`src/rtl/vic_pkg.sv`:
```
package vic_pkg;
  typedef enum logic [1:0] {
    K_EXT  = 2'd0,
    K_TRAP = 2'd1,
    K_TOP  = 2'd2,
    K_BOOT = 2'd3
  } vic_kind_e;

  // Fixed word slots inside a vector segment
  localparam int TRAP_SLOT = 2;
  localparam int TOP_SLOT  = 4;
endpackage

```
`src/rtl/vic_edge_det.sv`:
```
module vic_edge_det #(
  parameter int SYNC_STAGES = 2
) (
  input  logic clk,
  input  logic rst_n,
  input  logic line_i,
  input  logic rise_sel_i,
  output logic hit_o
);
  logic [SYNC_STAGES-1:0] sync_q;
  logic                   prev_q;

  always_ff @(posedge clk) begin
    if (!rst_n) begin
      sync_q <= '0;
      prev_q <= 1'b0;
    end else begin
      sync_q <= {sync_q[SYNC_STAGES-2:0], line_i};
      prev_q <= sync_q[SYNC_STAGES-1];
    end
  end

  // Edge seen between the synchronized level and its registered copy
  always_comb begin
    if (rise_sel_i) hit_o = sync_q[SYNC_STAGES-1] & ~prev_q;
    else            hit_o = ~sync_q[SYNC_STAGES-1] & prev_q;
  end
endmodule

```
`src/rtl/vic_prio_sel.sv`:
```
module vic_prio_sel
  import vic_pkg::*;
#(
  parameter int NUM_EXT = 8,
  localparam int IDX_W = $clog2(NUM_EXT)
) (
  input  logic               boot_req_i,
  input  logic               top_req_i,
  input  logic               trap_req_i,
  input  logic [NUM_EXT-1:0] ext_req_i,
  output logic               valid_o,
  output vic_kind_e          kind_o,
  output logic [IDX_W-1:0]   chan_o
);
  logic [IDX_W-1:0] low_idx;

  always_comb begin
    low_idx = '0;
    for (int i = NUM_EXT - 1; i >= 0; i--) begin
      if (ext_req_i[i]) low_idx = IDX_W'(i);
    end
  end

  always_comb begin
    valid_o = 1'b1;
    kind_o  = K_EXT;
    chan_o  = '0;
    if (boot_req_i)        kind_o = K_BOOT;
    else if (top_req_i)    kind_o = K_TOP;
    else if (trap_req_i)   kind_o = K_TRAP;
    else if (|ext_req_i)   chan_o = low_idx;
    else                   valid_o = 1'b0;
  end
endmodule

```
`src/rtl/vic_vec_form.sv`:
```
module vic_vec_form
  import vic_pkg::*;
#(
  parameter int NUM_EXT = 8,
  parameter int SEG_W   = 8,
  parameter int OFF_W   = 8,
  localparam int IDX_W  = $clog2(NUM_EXT),
  localparam int BASE_W = OFF_W - IDX_W - 1,
  localparam int ADDR_W = SEG_W + OFF_W
) (
  input  vic_kind_e          kind_i,
  input  logic [IDX_W-1:0]   chan_i,
  input  logic [SEG_W-1:0]   int_seg_i,
  input  logic [SEG_W-1:0]   code_seg_i,
  input  logic [BASE_W-1:0]  base_i,
  output logic [ADDR_W-1:0]  addr_o,
  output logic               save_flags_o
);
  always_comb begin
    unique case (kind_i)
      K_BOOT: begin
        addr_o       = '0;
        save_flags_o = 1'b0;
      end
      K_TOP: begin
        addr_o       = {int_seg_i, OFF_W'(TOP_SLOT)};
        save_flags_o = 1'b1;
      end
      K_TRAP: begin
        addr_o       = {code_seg_i, OFF_W'(TRAP_SLOT)};
        save_flags_o = 1'b0;
      end
      default: begin
        addr_o       = {int_seg_i, base_i, chan_i, 1'b0};
        save_flags_o = 1'b1;
      end
    endcase
  end
endmodule

```
`src/rtl/vic_trap_ctrl.sv`:
```
module vic_trap_ctrl
  import vic_pkg::*;
#(
  parameter int NUM_EXT     = 8,
  parameter int SYNC_STAGES = 2,
  parameter int SEG_W       = 8,
  parameter int OFF_W       = 8,
  localparam int IDX_W  = $clog2(NUM_EXT),
  localparam int BASE_W = OFF_W - IDX_W - 1,
  localparam int ADDR_W = SEG_W + OFF_W
) (
  input  logic               clk,
  input  logic               rst_n,
  input  logic [NUM_EXT-1:0] ext_line_i,
  input  logic [NUM_EXT-1:0] edge_rise_i,
  input  logic [NUM_EXT-1:0] chan_en_i,
  input  logic               glb_en_i,
  input  logic               nmi_pin_i,
  input  logic               wdog_req_i,
  input  logic               top_src_i,
  input  logic               div0_trap_i,
  input  logic [SEG_W-1:0]   int_seg_i,
  input  logic [SEG_W-1:0]   code_seg_i,
  input  logic [BASE_W-1:0]  vec_base_i,
  output logic               irq_valid_o,
  input  logic               cpu_ack_i,
  output logic [ADDR_W-1:0]  vec_addr_o,
  output logic [1:0]         kind_o,
  output logic [IDX_W-1:0]   chan_o,
  output logic               save_flags_o
);
  logic [NUM_EXT-1:0] ext_hit;
  logic [NUM_EXT-1:0] ext_pend;
  logic [NUM_EXT-1:0] ext_req;
  logic [NUM_EXT-1:0] ext_clr;
  logic               nmi_hit;
  logic               boot_pend, top_pend, trap_pend;
  logic               top_req, top_set;
  logic               take;
  vic_kind_e          win_kind;
  logic [IDX_W-1:0]   win_chan;

  // One synchronizer and edge detector per external line
  for (genvar g = 0; g < NUM_EXT; g++) begin : g_ext
    vic_edge_det #(.SYNC_STAGES(SYNC_STAGES)) u_edge (
      .clk        (clk),
      .rst_n      (rst_n),
      .line_i     (ext_line_i[g]),
      .rise_sel_i (edge_rise_i[g]),
      .hit_o      (ext_hit[g])
    );
  end

  vic_edge_det #(.SYNC_STAGES(SYNC_STAGES)) u_nmi_edge (
    .clk        (clk),
    .rst_n      (rst_n),
    .line_i     (nmi_pin_i),
    .rise_sel_i (1'b1),
    .hit_o      (nmi_hit)
  );

  assign take    = irq_valid_o & cpu_ack_i;
  assign top_set = top_src_i ? wdog_req_i : nmi_hit;

  // Only the granted external channel is cleared
  always_comb begin
    ext_clr = '0;
    if (take && win_kind == K_EXT) ext_clr[win_chan] = 1'b1;
  end

  always_ff @(posedge clk) begin
    if (!rst_n) begin
      boot_pend <= 1'b1;
      top_pend  <= 1'b0;
      trap_pend <= 1'b0;
      ext_pend  <= '0;
    end else begin
      if (take && win_kind == K_BOOT) boot_pend <= 1'b0;
      top_pend  <= (top_pend  & ~(take && win_kind == K_TOP))  | top_set;
      trap_pend <= (trap_pend & ~(take && win_kind == K_TRAP)) | div0_trap_i;
      ext_pend  <= (ext_pend & ~ext_clr) | ext_hit;
    end
  end

  // Gating is applied to the request, not to the pending state
  assign top_req = top_pend & (~top_src_i | glb_en_i);
  assign ext_req = ext_pend & chan_en_i & {NUM_EXT{glb_en_i}};

  vic_prio_sel #(.NUM_EXT(NUM_EXT)) u_prio (
    .boot_req_i (boot_pend),
    .top_req_i  (top_req),
    .trap_req_i (trap_pend),
    .ext_req_i  (ext_req),
    .valid_o    (irq_valid_o),
    .kind_o     (win_kind),
    .chan_o     (win_chan)
  );

  vic_vec_form #(
    .NUM_EXT (NUM_EXT),
    .SEG_W   (SEG_W),
    .OFF_W   (OFF_W)
  ) u_vec (
    .kind_i       (win_kind),
    .chan_i       (win_chan),
    .int_seg_i    (int_seg_i),
    .code_seg_i   (code_seg_i),
    .base_i       (vec_base_i),
    .addr_o       (vec_addr_o),
    .save_flags_o (save_flags_o)
  );

  assign kind_o = win_kind;
  assign chan_o = win_chan;
endmodule

```
`config.mk`:
```
export PLATFORM = sky130hd
export DESIGN_NAME = vic_trap_ctrl
export DESIGN_NICKNAME = d
export VERILOG_FILES = /design/src/rtl/vic_pkg.sv /design/src/rtl/vic_edge_det.sv /design/src/rtl/vic_prio_sel.sv /design/src/rtl/vic_vec_form.sv /design/src/rtl/vic_trap_ctrl.sv
export SDC_FILE = /design/constraint.sdc
export NUM_CORES = 1
export LEC_CHECK = 0
export ABC_CLOCK_PERIOD_IN_PS = 2400
export BUFFER_PORTS_ARGS = -buffer_cell sky130_fd_sc_hd__buf_2
export CELL_PAD_IN_SITES_DETAIL_PLACEMENT = 0
export CELL_PAD_IN_SITES_GLOBAL_PLACEMENT = 1
export CORE_MARGIN = 4
export CORE_UTILIZATION = 36
export CTS_BUF_LIST = sky130_fd_sc_hd__clkbuf_16
export DETAILED_ROUTE_END_ITERATION = 8
export GPL_TIMING_DRIVEN = 1
export HOLD_SLACK_MARGIN = 0.15
export PLACE_DENSITY_LB_ADDON = 0.1
export SLEW_MARGIN = 20
export SYNTH_ARGS = -nofsm -noshare
export SYNTH_HDL_FRONTEND = slang
export SYNTH_SLANG_ARGS = --single-unit
```
`constraint.sdc`:
```
create_clock -name clk -period 2.4 [get_ports clk]
set_clock_uncertainty 0.05 [all_clocks]
set_input_delay 0.24 -clock clk [delete_from_list [all_inputs] [get_ports clk]]
set_output_delay 0.24 -clock clk [all_outputs]
set_load 0.01 [all_outputs]
```
# ---- Word level (Yosys, flattened, before mapping)
# Cells that the tools add are included.
dict set report classes {
  n_reduce_logical 8
  n_mux 33
  magnitude_cmp 2
  bitwise_logic 49
  n_eq_ne 3
}
# operator n
set ops {}
lappend ops {{16-bit case mux with 3 select lines} 1}
lappend ops {{3-bit 2-to-1 mux} 12}
lappend ops {{8-bit bitwise AND} 3}
lappend ops {{1-bit bitwise AND} 21}
lappend ops {{1-bit inverter} 20}
lappend ops {{1-bit 2-to-1 mux} 16}
lappend ops {{8-bit 2-to-1 mux} 1}
lappend ops {{8-bit inverter} 1}
lappend ops {{8-bit OR} 1}
lappend ops {{8-bit OR reduction} 1}
lappend ops {{1-bit logical AND} 5}
lappend ops {{2-bit == test (second input constant)} 2}
lappend ops {{3-bit by 4-bit less-than comparator with 1-bit output (second input constant)} 1}
lappend ops {{2-bit 2-to-1 mux} 2}
lappend ops {{1-bit demux with 3-bit select} 1}
lappend ops {{3-bit by 1-bit greater-or-equal comparator with 1-bit output (second input constant)} 1}
lappend ops {{1-bit OR} 3}
lappend ops {{2-bit by 1-bit == test with 1-bit output (second input constant)} 1}
lappend ops {{2-bit zero test} 1}
lappend ops {{2-bit OR reduction} 1}
dict set report word_totals {
  word_cells 117
  inputBits 52
  output_inout_bits 23
  register_bits 38
}

# ---- Longest topological paths before layout
dict set report depth {
  ltp_word 22
  ltp_mapped 6
  ltp_nobuf 6
}

# ---- Modules after synthesis
# From an unflattened synthesis, not the netlist that was laid out.
dict set report hier_totals {
  cells_unflattened 181
  hier_area_um2 1737.9
}
# mod area_per_inst_um2 seq_area_each_um2 instances cells_per_inst
set by_module_without_submodules {}
lappend by_module_without_submodules {vic_edge_det 102.6 60.1 9 9}
lappend by_module_without_submodules {vic_trap_ctrl 545.5 220.2 1 59}
lappend by_module_without_submodules {vic_vec_form 160.2 0.0 1 23}
lappend by_module_without_submodules {vic_prio_sel 108.9 0.0 1 18}

# ---- Worst setup path after synthesis
# No wires, ideal clock.
dict set report synth_timing {
  path_type {input to output}
  from {input glb_en_i}
  to {output vec_addr_o[2]}
  arrival_ps 1280
  slack_ps 830
  n_path_buf 0
  required_time_ps 2110
  path_stages 5
  path_cell_list {nand2b_4 > a211oi_4 > nand2_4 > a21oi_1 > a21o_1}
}
dict set report synth_via {
  elab_chain_len 14
  elab_cells_between_ends 22
  classes_between {eq/ne: 3; mux: 15; bitwise: 3; reduce/logical: 1}
}
# item line_no
set synth_lines {}
lappend synth_lines {{start: declaration} vic_trap_ctrl.sv:17} ;# input logic glb_en_i,
lappend synth_lines {{8-bit bitwise AND} vic_trap_ctrl.sv:87} ;# assign ext_req = ext_pend & chan_en_i & {NUM_EXT{glb_en_i}};
lappend synth_lines {{3-bit 2-to-1 mux (8 in series)} vic_prio_sel.sv:20} ;# if (ext_req_i[i]) low_idx = IDX_W'(i);
lappend synth_lines {{3-bit 2-to-1 mux} vic_prio_sel.sv:31} ;# else if (|ext_req_i) chan_o = low_idx;
lappend synth_lines {{3-bit 2-to-1 mux} vic_prio_sel.sv:30} ;# else if (trap_req_i) kind_o = K_TRAP;
lappend synth_lines {{3-bit 2-to-1 mux *} vic_prio_sel.sv:29} ;# else if (top_req_i) kind_o = K_TOP;
lappend synth_lines {{3-bit 2-to-1 mux *} vic_prio_sel.sv:28} ;# if (boot_req_i) kind_o = K_BOOT;
lappend synth_lines {{net chan_o[1]} vic_trap_ctrl.sv:29} ;# output logic [IDX_W-1:0] chan_o,
lappend synth_lines {{16-bit case mux with 3 select lines *} vic_vec_form.sv:20} ;# unique case (kind_i)
lappend synth_lines {{end: declaration} vic_trap_ctrl.sv:27} ;# output logic [ADDR_W-1:0] vec_addr_o,
# Mark *: on every way through the listed nets, which the timed path passes. The rest lies on a longest branch.

# ---- Worst setup path in the final report
dict set report layout_timing {
  from {register top_pend}
  to {output vec_addr_o[11]}
}
dict set report layout_via {
  elab_chain_len 5
  elab_cells_between_ends 7
  classes_between {eq/ne: 3; mux: 3; bitwise: 1}
}
# item line_no
set layout_lines {}
lappend layout_lines {{start: declaration} vic_trap_ctrl.sv:37} ;# logic boot_pend, top_pend, trap_pend;
lappend layout_lines {{start signal: assignment} vic_trap_ctrl.sv:79} ;# top_pend <= (top_pend & ~(take && win_kind == K_TOP)) | top_set;
lappend layout_lines {{1-bit bitwise AND *} vic_trap_ctrl.sv:86} ;# assign top_req = top_pend & (~top_src_i | glb_en_i);
lappend layout_lines {{2-bit 2-to-1 mux *} vic_prio_sel.sv:29}
lappend layout_lines {{2-bit 2-to-1 mux *} vic_prio_sel.sv:28}
lappend layout_lines {{2-bit by 1-bit == test with 1-bit output / 2-bit == test (equally long branches)} vic_vec_form.sv:20}
lappend layout_lines {{16-bit case mux with 3 select lines *} vic_vec_form.sv:20}
# Every way passes the cells marked *; elsewhere a longest branch is shown, timed or not.

==> metrics <==
cell count after synthesis 192; Largest delay share family, worst path compound AO/OA/AOI/OAI gates; number of flops mapped to enable cells by yosys 0; hpwl dp 3250 microns; CTS Buf Count 5; initial antenna violation count 0; largest net degree at the start of global routing 24; wire length of the first global-routing pass 7190 microns; Detail Route Antenna Nets 0; clock tree from TritonCTS yes; number of design-rule violations left by the first detailed-router iteration 65; placeable core area 4470 sq um; prevailing post-synth register cell dfxtp_1; Peak Freq 0.487 GHz; die area 5910 sq um; post-synthesis cell type count 37; clock insertion delay at the later pin of the skew report 0.28 ns; worst hold-check path type in2reg; peak ir drop on the vdd network 399 uV; worst setup path start top_pend; worst-case clock buffer depth 2; detailed-routing iteration count for the pre-antenna-repair pass 4; mean instance size in the synthesized netlist 8.90 sq um; number of I/O pins 75; Non-Filler Instances 330; Crit Path Category reg2out; area growth from synthesis to final layout 38.1%; area post-placement 2120 sq um; final sum of negative setup slack 0 ns; Critical Path Start Type flop; Power Dens Cells 644 nW/um^2; startpoint of the lowest-slack register-to-register path ext_pend[1]; fraction of layout instances using a drive strength above 1 32.4%; crit share post-route 85.5%; number of sinks on the clock net 38; CTS clock-pin slew for the worst setup and hold paths 0.06 ns; setup-violating endpoint count in the final report 0; Ys Warns 0; buffer cell driving the clock tree root clkbuf_16; overall via count from detail_route 1642; startpoint of the worst hold path wdog_req_i; DR WL/cell 12.9 microns; post-synthesis instance area 1710 sq um; PortBufs 73; Design Area, Final 2360 sq um; area share of the largest cell type after synthesis 44.5%; buffering stage count on the worst path with inverters included 2; leftover overflow at the end of global routing 0; CP Max Fanout 8; min Tclk post-route 2.05 ns; post-synthesis sequential element count 38; RSZ-0062 raised after global routing false; Diodes inserted 0; MaxCap Viol Count 0; number of nets at the end of the flow 329; RD Place Congestion 0.868; leading cell types by total area after synthesis dfxtp_1, and2_1, a22o_1; required time of the critical path 2.11 ns; WP data arrival 1.76 ns; cell breakdown of the critical path a21oi_1 -> inv_1 -> nor2_1 -> a22o_1 -> buf_2; Tot Pwr 0.00152 W; Cell Count Post-Placement 313; cell type with the highest aggregate area in the netlist dfxtp_1; hold violation count in the final report 0; floorplan die width 76.9 microns; via count of the first global-routing pass 1557; number of setup buffers added after CTS 0; sequential fraction of the synthesis area 44.5%; effective utilization at floorplan 38.2%; slew of the pin with the lowest slew margin 0.586 ns; residual DRC count 0; share of synthesized flip-flops with an asynchronous set or reset 0%; synthesized net count 244; via density per instance 4.98; max incr delay on CP 0.39 ns; final slew viol count 0; status completed; kind of end point of the critical path primary output; slowest cell on the critical path dfxtp_1; chip height 76.9 microns; relative max-transition margin 60.8%; overall routing resource usage 15.1%; number of cell rows 24; H-tree depth reported by CTS 2; Routed WL 4260 microns; Lkg Pwr 1.08 nW
==> flip-flops by register name, summed over array words and instances (netlist names) <==
signal / cells
g_ext.u_edge.sync_q: 16
ext_pend: 8
g_ext.u_edge.prev_q: 8
u_nmi_edge.sync_q: 2
boot_pend: 1
top_pend: 1
trap_pend: 1
u_nmi_edge.prev_q: 1
==> kinds of logic (layout without fill, tap and decap cells) <==
| logic type | Yosys count | count (layout) | share of synthesized area (%) |
|---|---|---|---|
| AND/OR/NAND/NOR | 85 | 85 | 27.9 |
| AO/OA/AOI/OAI | 54 | 54 | 24.0 |
| flip-flops | 38 | 38 | 44.5 |
| buffers and inverters | 14 | 100 | 3.37 |
| other | 1 | 1 | 0.220 |
==> synth_stat cells (2+ instances only) <==
master and count:
o21ai_0 8, dfxtp_1 38, nor2_1 14, a22o_1 12, a221oi_1 3, a21oi_1 11, inv_1 9, a41oi_1 3
and2_1 32, clkbuf_1 3, o21a_1 2, nand2_1 26, nand3_1 2, a21o_1 6
==> metrics by stage <==
step / util, % / hold slack (ns) / setup slack (ns)
after floorplan: - / 0.309 / 0.830
after global placement: 47.4 / 0.359 / 0.474
after detailed placement: 47.4 / 0.364 / 0.431
after CTS: 52.7 / 0.177 / 0.343
after global routing: 52.7 / 0.192 / 0.186
final: 52.7 / 0.182 / 0.349
==> final cells by class <==
class | instances | area [sq um]
clock buffer | 5 | 125
clock inverter | 3 | 21.3
fill | 449 | 2120
inverter | 9 | 33.8
multi-input combinational | 140 | 890
sequential | 38 | 761
tap | 52 | 65.1
timing repair buffer | 83 | 463
==> tightest hold or removal path, cell delays in order <==
cell and delay, ns:
buf_2 0.08, a221oi_1 0.08, nor2_1 0.08
==> final timing paths <==
path | slack [ns] | to | depth (start not counted)
max | 0.35 | vec_addr_o[11] | 5
min | 0.18 | top_pend | 3
max reg2reg | 0.73 | ext_pend[1] | 5
min reg2reg | 0.38 | g_ext[5].u_edge.sync_q[1] | 1
==> layer usage <==
metal,vias up,track usage [%],routed length [microns]
li1,837,-,-
met5,-,0,0
met4,0,7.43,104
met2,67,24.9,1960
met3,11,4.80,396
met1,727,17.5,1790
==> where the power goes <==
group | leakage (nW) | internal, W | total, W | switching [W]
Combinational | 0.701 | 0.000105 | 0.000209 | 0.000104
Clock | 0.0698 | 0.000384 | 0.000631 | 0.000247
Sequential | 0.313 | 0.000660 | 0.000680 | 0.0000195
==> timing repair <==
action / in CTS / in global routing
gates resized for setup: 0 / 0
hold buffers: 9 / 0
endpoints found under the hold margin: 9 / 0
==> placed cells by master (no fill, tap or decap), types with 2 or more instances in the layout <==
| master | instances |
|---|---|
| buf_2 | 73 |
| dfxtp_1 | 38 |
| and2_1 | 32 |
| nand2_1 | 26 |
| nor2_1 | 14 |
| a22o_1 | 12 |
| a21oi_1 | 11 |
| inv_1 | 9 |
| dlygate4sd3_1 | 9 |
| o21ai_0 | 8 |
| a21o_1 | 6 |
| clkbuf_16 | 5 |
| a221oi_1 | 3 |
| a41oi_1 | 3 |
| nand3_1 | 2 |
| o21a_1 | 2 |
Power figures use the tool's default switching activity.
